<file path="config.mk">
export PLATFORM = sky130hd
export DESIGN_NAME = tmr16_multi
export DESIGN_NICKNAME = d
export VERILOG_FILES = /design/src/rtl/tmr16_pkg.sv /design/src/rtl/tmr16_sync_edge.sv /design/src/rtl/tmr16_prescale.sv /design/src/rtl/tmr16_core.sv /design/src/rtl/tmr16_multi.sv
export SDC_FILE = /design/constraint.sdc
export NUM_CORES = 1
export LEC_CHECK = 0
export ABC_AREA = 1
export CAP_MARGIN = 10
export CORE_ASPECT_RATIO = 0.7
export CORE_MARGIN = 5
export CORE_UTILIZATION = 30
export DETAILED_ROUTE_END_ITERATION = 7
export GPL_TIMING_DRIVEN = 0
export PLACE_DENSITY = 0.46
export SYNTH_ARGS = -nofsm -noshare
export SYNTH_HDL_FRONTEND = slang
export SYNTH_SLANG_ARGS = --single-unit
</file>
<file path="constraint.sdc">
create_clock -name clk -period 3.9 [get_ports clk]
set_clock_uncertainty 0.15 [all_clocks]
set_input_delay 0.78 -clock clk [delete_from_list [all_inputs] [get_ports clk]]
set_output_delay 0.78 -clock clk [all_outputs]
set_load 0.02 [all_outputs]
</file>
<file path="src/rtl/tmr16_pkg.sv">
package tmr16_pkg;
  typedef enum logic [2:0] {
    M_OFF  = 3'd0,
    M_CAP  = 3'd1,
    M_RLD  = 3'd2,
    M_BAUD = 3'd3,
    M_CLK  = 3'd4
  } tmr_mode_t;

  localparam logic [2:0] A_CTRL  = 3'd0;
  localparam logic [2:0] A_SETUP = 3'd1;
  localparam logic [2:0] A_CNTL  = 3'd2;
  localparam logic [2:0] A_CNTH  = 3'd3;
  localparam logic [2:0] A_RLDL  = 3'd4;
  localparam logic [2:0] A_RLDH  = 3'd5;
endpackage

</file>
<file path="src/rtl/tmr16_sync_edge.sv">
module tmr16_sync_edge #(
  parameter int STAGES = 2
) (
  input  logic clk,
  input  logic rst,
  input  logic pin,
  output logic level,
  output logic fall
);
  logic [STAGES-1:0] sh_q;
  logic              last_q;

  always_ff @(posedge clk) begin
    if (rst) begin
      sh_q   <= '0;
      last_q <= 1'b0;
    end else begin
      sh_q   <= {sh_q[STAGES-2:0], pin};
      last_q <= sh_q[STAGES-1];
    end
  end

  assign level = sh_q[STAGES-1];
  assign fall  = last_q & ~sh_q[STAGES-1];

  // one pin transition yields a single-cycle edge pulse
  a_r4_single_fall: assert property (@(posedge clk) disable iff (rst)
    fall |=> !fall);
endmodule

</file>
<file path="src/rtl/tmr16_prescale.sv">
module tmr16_prescale #(
  parameter int SLOW_DIV = 12,
  parameter int FAST_DIV = 2
) (
  input  logic clk,
  input  logic rst,
  input  logic run,
  input  logic fast,
  output logic tick
);
  localparam int PW = $clog2(SLOW_DIV);
  localparam logic [PW-1:0] SLOW_TOP = PW'(SLOW_DIV - 1);
  localparam logic [PW-1:0] FAST_TOP = PW'(FAST_DIV - 1);

  logic [PW-1:0] pcnt_q;

  assign tick = run && (pcnt_q >= (fast ? FAST_TOP : SLOW_TOP));

  always_ff @(posedge clk) begin
    if (rst || !run || tick) pcnt_q <= '0;
    else                     pcnt_q <= pcnt_q + 1'b1;
  end

  // both divide ratios are at least two, so ticks never abut
  a_r3_no_back_to_back: assert property (@(posedge clk) disable iff (rst)
    tick |=> !tick);
endmodule

</file>
<file path="src/rtl/tmr16_core.sv">
module tmr16_core import tmr16_pkg::*; #(
  parameter int CNT_W = 16
) (
  input  logic             clk,
  input  logic             rst,
  input  tmr_mode_t        mode,
  input  logic             step_tick,
  input  logic             dir_en,
  input  logic             dir_lvl,
  input  logic             cap_fall,
  input  logic             ext_en,
  input  logic             wr_cnt_lo,
  input  logic             wr_cnt_hi,
  input  logic             wr_rld_lo,
  input  logic             wr_rld_hi,
  input  logic [CNT_W/2-1:0] wdata,
  output logic [CNT_W-1:0] cnt_o,
  output logic [CNT_W-1:0] rld_o,
  output logic             roll_o,
  output logic             cap_hit_o
);
  localparam int HALF = CNT_W / 2;

  logic [CNT_W-1:0] cnt_q, rld_q, nxt, base;
  logic             step, up, at_top, at_rld;

  always_comb begin
    step      = step_tick && (mode != M_OFF);
    up        = !((mode == M_RLD) && dir_en && !dir_lvl);
    at_top    = (cnt_q == '1);
    at_rld    = (cnt_q == rld_q);
    roll_o    = step && (up ? at_top : at_rld);
    cap_hit_o = cap_fall && ext_en && (mode == M_CAP);
    if (up) nxt = at_top ? ((mode == M_CAP) ? '0 : rld_q) : cnt_q + 1'b1;
    else    nxt = at_rld ? '1 : cnt_q - 1'b1;
    base = step ? nxt : cnt_q;
    if (wr_cnt_lo) base[HALF-1:0]     = wdata;
    if (wr_cnt_hi) base[CNT_W-1:HALF] = wdata;
  end

  always_ff @(posedge clk) begin
    if (rst) begin
      cnt_q <= '0;
      rld_q <= '0;
    end else begin
      cnt_q <= base;
      if (cap_hit_o) rld_q <= cnt_q;
      else begin
        if (wr_rld_lo) rld_q[HALF-1:0]     <= wdata;
        if (wr_rld_hi) rld_q[CNT_W-1:HALF] <= wdata;
      end
    end
  end

  assign cnt_o = cnt_q;
  assign rld_o = rld_q;

  // an idle counter keeps its value
  a_r2_hold_when_off: assert property (@(posedge clk) disable iff (rst)
    (mode == M_OFF && !wr_cnt_lo && !wr_cnt_hi) |=> $stable(cnt_q));
  // capture snapshots the count seen on the trigger cycle
  a_r6_capture_copies: assert property (@(posedge clk) disable iff (rst)
    cap_hit_o |=> (rld_q == $past(cnt_q)));
  // a down step at the reload value lands on all ones
  a_r8_down_wraps: assert property (@(posedge clk) disable iff (rst)
    (step && !up && at_rld && !wr_cnt_lo && !wr_cnt_hi) |=> (cnt_q == '1));
endmodule

</file>
<file path="src/rtl/tmr16_multi.sv">
module tmr16_multi import tmr16_pkg::*; #(
  parameter int CNT_W       = 16,
  parameter int SLOW_DIV    = 12,
  parameter int FAST_DIV    = 2,
  parameter int SYNC_STAGES = 2
) (
  input  logic               clk,
  input  logic               rst,
  input  logic               wr_en,
  input  logic [2:0]         wr_addr,
  input  logic [CNT_W/2-1:0] wr_data,
  input  logic [2:0]         rd_addr,
  output logic [CNT_W/2-1:0] rd_data,
  input  logic               cnt_pin,
  input  logic               cap_pin,
  output logic               clk_out,
  output logic               ovf_flag,
  output logic               ext_flag,
  output logic               tx_tick,
  output logic               rx_tick
);
  localparam int HALF = CNT_W / 2;

  logic run_q, ext_src_q, cap_sel_q, ext_en_q, tx_sel_q, rx_sel_q;
  logic dir_en_q, out_en_q;
  logic ovf_q, ext_q, clk_q, tx_q, rx_q;
  logic [HALF-1:0] rd_q;

  tmr_mode_t mode;
  logic fast, pre_tick, cnt_lvl, cnt_fall, cap_lvl, cap_fall;
  logic step_tick, roll, cap_hit, wr_ctrl;
  logic [CNT_W-1:0] cnt, rld;

  always_comb begin
    if (!run_q)                      mode = M_OFF;
    else if (tx_sel_q || rx_sel_q)   mode = M_BAUD;
    else if (out_en_q && !ext_src_q) mode = M_CLK;
    else if (cap_sel_q)              mode = M_CAP;
    else                             mode = M_RLD;
  end

  assign fast      = (mode == M_BAUD) || (mode == M_CLK);
  assign step_tick = ext_src_q ? cnt_fall : pre_tick;
  assign wr_ctrl   = wr_en && (wr_addr == A_CTRL);

  tmr16_sync_edge #(.STAGES(SYNC_STAGES)) u_cnt_sync (
    .clk(clk), .rst(rst), .pin(cnt_pin), .level(cnt_lvl), .fall(cnt_fall));

  tmr16_sync_edge #(.STAGES(SYNC_STAGES)) u_cap_sync (
    .clk(clk), .rst(rst), .pin(cap_pin), .level(cap_lvl), .fall(cap_fall));

  tmr16_prescale #(.SLOW_DIV(SLOW_DIV), .FAST_DIV(FAST_DIV)) u_pre (
    .clk(clk), .rst(rst), .run(run_q), .fast(fast), .tick(pre_tick));

  tmr16_core #(.CNT_W(CNT_W)) u_core (
    .clk(clk), .rst(rst), .mode(mode), .step_tick(step_tick),
    .dir_en(dir_en_q), .dir_lvl(cap_lvl), .cap_fall(cap_fall), .ext_en(ext_en_q),
    .wr_cnt_lo(wr_en && wr_addr == A_CNTL), .wr_cnt_hi(wr_en && wr_addr == A_CNTH),
    .wr_rld_lo(wr_en && wr_addr == A_RLDL), .wr_rld_hi(wr_en && wr_addr == A_RLDH),
    .wdata(wr_data), .cnt_o(cnt), .rld_o(rld), .roll_o(roll), .cap_hit_o(cap_hit));

  always_ff @(posedge clk) begin
    if (rst) begin
      {run_q, ext_src_q, cap_sel_q, ext_en_q, tx_sel_q, rx_sel_q} <= '0;
      {dir_en_q, out_en_q} <= '0;
      {ovf_q, ext_q, clk_q, tx_q, rx_q} <= '0;
      rd_q <= '0;
    end else begin
      if (wr_ctrl) begin
        run_q     <= wr_data[0];
        ext_src_q <= wr_data[1];
        cap_sel_q <= wr_data[2];
        ext_en_q  <= wr_data[3];
        tx_sel_q  <= wr_data[4];
        rx_sel_q  <= wr_data[5];
      end
      if (wr_en && wr_addr == A_SETUP) begin
        dir_en_q <= wr_data[0];
        out_en_q <= wr_data[1];
      end
      if (wr_ctrl && !wr_data[7]) ovf_q <= 1'b0;
      if (roll && (mode == M_CAP || mode == M_RLD)) ovf_q <= 1'b1;
      if (wr_ctrl && !wr_data[6]) ext_q <= 1'b0;
      if (cap_hit) ext_q <= 1'b1;
      if (roll && fast && out_en_q && !ext_src_q) clk_q <= ~clk_q;
      tx_q <= roll && (mode == M_BAUD) && tx_sel_q;
      rx_q <= roll && (mode == M_BAUD) && rx_sel_q;
      case (rd_addr)
        A_CTRL:  rd_q <= HALF'({ovf_q, ext_q, rx_sel_q, tx_sel_q, ext_en_q,
                                cap_sel_q, ext_src_q, run_q});
        A_SETUP: rd_q <= HALF'({out_en_q, dir_en_q});
        A_CNTL:  rd_q <= cnt[HALF-1:0];
        A_CNTH:  rd_q <= cnt[CNT_W-1:HALF];
        A_RLDL:  rd_q <= rld[HALF-1:0];
        A_RLDH:  rd_q <= rld[CNT_W-1:HALF];
        default: rd_q <= '0;
      endcase
    end
  end

  assign rd_data  = rd_q;
  assign clk_out  = clk_q;
  assign ovf_flag = ovf_q;
  assign ext_flag = ext_q;
  assign tx_tick  = tx_q;
  assign rx_tick  = rx_q;

  // the quiet modes never raise the overflow flag
  a_r9_quiet_flag: assert property (@(posedge clk) disable iff (rst)
    ((mode == M_BAUD || mode == M_CLK) && !ovf_q) |=> !ovf_q);
  // a transmit tick needs its select bit
  a_r9_tx_needs_sel: assert property (@(posedge clk) disable iff (rst)
    tx_q |-> $past(tx_sel_q));
  a_r9_rx_needs_sel: assert property (@(posedge clk) disable iff (rst)
    rx_q |-> $past(rx_sel_q));
  // a flag only falls on a control write
  a_r11_sticky: assert property (@(posedge clk) disable iff (rst)
    $fell(ovf_q) |-> $past(wr_ctrl));
endmodule

</file>
Word-level counts from Yosys, hierarchy flattened
Cells that the tools add are included.
- register bits: 63
- input bits: 19
- output and inout bits: 13
- logic and storage cells: 112
- add/sub/neg operators: 3
- magnitude comparators: 1
- equality and inequality tests: 16
- mux-type cells: 22
- bitwise gates (word level): 5
- reduce and logical (&&, ||, !) cells: 42
- operator list (cell ; number):
    $mux W16 ; 6
    $pmux W8 S6 ; 1
    $mux W8 ; 4
    $logic_and A1 B1 Y1 ; 23
    $eq A3 B2 Y1 const B ; 6
    $add A16 B1 Y16 const B ; 1
    $eq A16 B16 Y1 ; 1
    $eq A16 B16 Y1 const B ; 1
    $sub A16 B1 Y16 const B ; 1
    $eq A3 B3 Y1 const B ; 5
    $reduce_bool A2 Y1 ; 6
    $eq A3 B1 Y1 const B ; 3
    $mux W3 ; 3
    $logic_not A3 Y1 ; 2
    $mux W1 ; 6
    $logic_not A1 Y1 ; 5
    $logic_or A1 B1 Y1 ; 5
    $add A4 B1 Y4 const B ; 1
    $ge A4 B4 Y1 ; 1
    $mux W4 ; 1
    $not A1 Y1 ; 3
    $reduce_bool A3 Y1 ; 1
    $and A1 B1 Y1 ; 2
    $mux W2 ; 1

Longest topological paths before layout
- depth in word-level cells: 16
- mapped depth: 17
- depth with buffers taken out: 17

Cells and area by module
Synthesis repeated with hierarchy kept, for this count alone.
- cell total of the unflattened synthesis: 708
- area total of the unflattened synthesis: 4424.2 µm²
- by module, submodules not included (module ; times used ; cells each ; area each (µm²) ; sequential area each (µm²)):
    tmr16_core ; 1 ; 475 ; 2815.2 ; 640.6
    tmr16_multi ; 1 ; 182 ; 1202.4 ; 420.4
    tmr16_prescale ; 1 ; 29 ; 221.5 ; 80.1
    tmr16_sync_edge ; 2 ; 11 ; 92.6 ; 60.1

Worst setup path before layout
OpenSTA, ideal clock, no wires.
- path kind: register -> register
- start point: register out_en_q
- end point: register u_core.cnt_q[10], in the netlist u_core.cnt_o[10]
- data arrival time: 1.820 ns
- required time: 3.680 ns
- setup slack: 1.860 ns
- stages on the path, launching flop included: 17
- buffers on the path: 0
- period minus slack after synthesis: 2.040 ns
- cell sequence: dfxtp_1 inv_1 nor2_1 nor2_2 nor2_1 ha_1 nand2_1 nand2_1 nand2_1 nand2_1 nand2_1 nand2_1 nand2_2 nand2_1 o21ai_0 inv_1 a21oi_1
- word-level cells in the longest chain between the ends: 12
- elaborated cells on any way between the ends: 23
- ends and longest elaborated chain (element ; line ; text):
    start, declared ; tmr16_multi.sv:25 ; logic dir_en_q, out_en_q;
    start signal, assigned ; tmr16_multi.sv:79 ; out_en_q <= wr_data[1];
    $logic_and A1 B1 Y1 (*) ; tmr16_multi.sv:37 ; else if (out_en_q && !ext_src_q) mode = M_CLK;
    $mux W3 (*) ; tmr16_multi.sv:37 ;
    $mux W3 (*) ; tmr16_multi.sv:36 ; else if (tx_sel_q || rx_sel_q) mode = M_BAUD;
    $mux W3 (*) ; tmr16_multi.sv:35 ; if (!run_q) mode = M_OFF;
    $eq A3 B2 Y1 or $eq A3 B3 Y1 (tied branches) ; tmr16_multi.sv:42 ; assign fast = (mode == M_BAUD) || (mode == M_CLK);
    $logic_or A1 B1 Y1 ; tmr16_multi.sv:42 ;
    $mux W4 ; tmr16_prescale.sv:17 ; assign tick = run && (pcnt_q >= (fast ? FAST_TOP : SLOW_TOP));
    $ge A4 B4 Y1 ; tmr16_prescale.sv:17 ;
    $logic_and A1 B1 Y1 ; tmr16_prescale.sv:17 ;
    $mux W1 ; tmr16_multi.sv:43 ; assign step_tick = ext_src_q ? cnt_fall : pre_tick;
    $logic_and A1 B1 Y1 ; tmr16_core.sv:28 ; step = step_tick && (mode != M_OFF);
    $reduce_bool A2 Y1 (no line) ; - ;
    end signal, assigned ; tmr16_core.sv:46 ; cnt_q <= base;
    end, declared ; tmr16_core.sv:24 ; logic [CNT_W-1:0] cnt_q, rld_q, nxt, base;
Mark *: on every way between the ends. The rest lies on a longest branch, timed or not. The select of a mux whose other input is x is not followed.
A chain may end at the register's enable or synchronous reset.

Worst setup path after layout
- start point: input wr_en
- end point: register u_core.cnt_q[4], in the netlist u_core.cnt_o[4]
- word-level cells in the longest chain between the ends: 2
- elaborated cells on any way between the ends: 3
- ends and longest elaborated chain (element ; line ; text):
    start, declared ; tmr16_multi.sv:9 ; input logic wr_en,
    $logic_and A1 B1 Y1 (*) ; tmr16_multi.sv:58 ; .wr_cnt_lo(wr_en && wr_addr == A_CNTL), .wr_cnt_hi(wr_en && wr_addr == A_CNTH),
    $mux W8 or $reduce_bool A2 Y1 (tied branches) ; - ;
Mark *: on every way between the ends. The rest lies on a longest branch, timed or not.

==> results.toml <==
[synthesis]
yosys_warnings = 0
synth_area_leaders = "dfxtp_1 (29%), nand2_1 (15%), inv_1 (7.7%), nand3_1 (7.7%), nor2_1 (7.0%)"
seq_area_frac_synth = 0.292
syn_nets = 717
avgSynthCellArea_sq_um = 6.23
synthCells = 693
synth_top_area_cell = "dfxtp_1"
synth_cell_type_count = 42
ys_ff_latch = 63
yosysTopAreaCellShare = 0.292
synth_area_sq_um = 4310

[worst_setup_path]
setup.worst_path.start_class = "input port"
crit_fanout = 7
crit_chain = "clkdlybuf4s50_1, inv_1, nor2_1, inv_1, nor3_2, inv_1, nand2_1, o21ai_0, inv_1, a21oi_1"
slowest_delay_ps = 500
crit_family = "buffers and inverters"
arrival_ps = 2680
end_kind = "flip-flop"
reg2reg_depth = 16
crit_buf_inv = 5
critPathSlowestCell = "nor3_2"
required_ps = 3940
path_class = "input port to flip-flop"
critPathMostFrequentCell = "inv_1"
crit_cells = 10

[floorplanning]
core_sq_um = 14000
ios = 32
dieArea_sq_um = 16900
initial_core_util = 0.308
fp.dieW_microns = 153
rows = 36
die_y_microns = 110

[global_routing]
grt_pass1_wl_microns = 27200
grt_pass1_vias = 4561
grt_max_degree = 13
grt_use_total = 0.216
antenna_found_initial = 0
overflow = 0

[final_layout]
antennaDiodeCount = 0
area_growth_pct = 19.6
final_cell_mix = "nand2_1 (174), inv_1 (89), nor2_1 (80)"
nNetsFinal = 758
layout_commonest_cell = "nand2_1"
drive_above_1_share = 0.108
fillerInstances = 1554
design_area_sq_um = 5160

[power_and_ir_drop]
ir_worst_vdd_uv = 207
p_leak_nw = 2.28
p_per_area_nw_per_um2 = 340

[place]
pre_cts_ws_ps = 977
gp_congestion = 0.961
place_area_sq_um = 4850
io_buffers = 30
hpwl_microns = 14000

[sta]
fmax_ghz = 0.380
setup_viol = 0
tns_ps = 0
setup_slack_ps = 1270
relSlewSlack = 0.501
worst_pin_slew_ps = 748
slew_viol_final = 0
period_needed_ps = 2630
timing.final.crit_share = 0.676
rsz0062_at_grt = "false"
hold_viol = 0

[routing]
drt_wl_total_microns = 17900
drt_iter0_drc = 606
ant_nets = 0
drt_pass1_iterations = 5
dr_total_vias = 4855
via_per_inst = 5.23
wl_per_cell_microns = 19.3
drc = 0

[clock_network]
clk_pin_slew_worst_paths_ps = 60
tritoncts = "yes"
clock_path_buffers = 2
htreeDepth = 3
cts_resized = 0
hold_buffers = 0
numCtsBuffers = 9
cts-root-buf = "clkbuf_16"
postCtsSetupRepairBufs = 0
clock_latency_ps = 340
cts.sinks = 63

[job]
cap_violations = 0

[run_status]
outcome = "complete, no violations"

[hold_path]
hold_path.class = "flip-flop to flip-flop"
worstHoldPathCells = 2
==> final timing paths <==
path | start | end | slack [ps]
worst max register to register | out_en_q | u_core.cnt_o[4] | 1340
worst min register to register | u_cnt_sync.sh_q[0] | u_cnt_sync.sh_q[1] | 260
worst min-delay path | u_cnt_sync.sh_q[0] | u_cnt_sync.sh_q[1] | 260
worst max-delay path | wr_en | u_core.cnt_o[4] | 1270
==> layout make-up <==
class	instances	area [sq um]	area share
flip-flops and latches	63	1260	0.244
repair buffers	30	300	0.0582
clock inverters	6	68.8	0.0133
well taps	190	238	0.0461
plain buffers	23	135	0.0262
inverters	113	424	0.0822
clock buffers	10	239	0.0463
multi-input cells	494	2490	0.483
==> logic make-up (layout without fill, tap and decap cells) <==
logic type | Yosys count | after routing | share of synthesized area
and+or+nand+nor | 368 | 368 | 0.385
xor gates and xnor gates | 17 | 17 | 0.0345
AOI/OAI and AO/OA | 104 | 104 | 0.144
adders and majority gates | 5 | 5 | 0.0145
buffers and inverters | 136 | 182 | 0.130
DFF | 63 | 63 | 0.292
==> tightest hold or removal path: cells and delay by family, from the launching register on <==
kind,cells,cell delay [ps]
flip-flops,1,290
AND/OR/NAND/NOR,1,30
buffers and inverters,1,40
==> flip-flops by register name (all words and copies together) (netlist names) <==
register / count
cap_sel_q: 1
clk_out: 1
dir_en_q: 1
ext_en_q: 1
ext_flag: 1
ext_src_q: 1
out_en_q: 1
ovf_flag: 1
rd_data: 8
run_q: 1
rx_sel_q: 1
rx_tick: 1
tx_sel_q: 1
tx_tick: 1
u_cap_sync.last_q: 1
u_cap_sync.sh_q: 2
u_cnt_sync.last_q: 1
u_cnt_sync.sh_q: 2
u_core.cnt_o: 16
u_core.rld_o: 16
u_pre.pcnt_q: 4
==> where the power goes <==
part,switching (mW),internal [mW]
clock,0.332,0.516
sequential,0.0137,0.657
combinational,0.158,0.0761
total,0.504,1.25
==> metrics by stage <==
| step | hold WS, ps | total power [mW] | std cells | util |
|---|---|---|---|---|
| 4_1_cts | 255 | 1.76 | 929 | 0.368 |
| 5_1_grt | 265 | 1.82 | 929 | 0.368 |
| 6_report | 260 | 1.75 | 929 | 0.368 |
| 3_3_place_gp | 242 | 0.914 | 913 | 0.346 |
| 3_5_place_dp | 246 | 0.915 | 913 | 0.346 |
| 2_1_floorplan | 238 | 0.824 | 693 | - |
==> layer usage <==
layer	GRT usage	share of wire	vias to the layer above
met5	0	0	-
met4	0.0491	0.012	0
met3	0.0605	0.11	18
met2	0.306	0.39	237
met1	0.322	0.49	2269
li1	-	-	2331
==> cell usage after synthesis (all sizes together) <==
library cell  count
nand2           178
inv             111
nor2             93
nand3            68
dfxtp            63
o21ai            32
a21oi            24
o22ai            24
buf              16
nand4            14
xor2             14
nor3              9
clkbuf            7
o221ai            7
a211oi            6
a22oi             5
ha                5
a31oi             3
nand3b            3
xnor2             3
clkinv            2
or2               2
a2111oi           1
nor3b             1
o211ai            1
o21a              1
No activity file was read; power rests on OpenSTA's default activity.
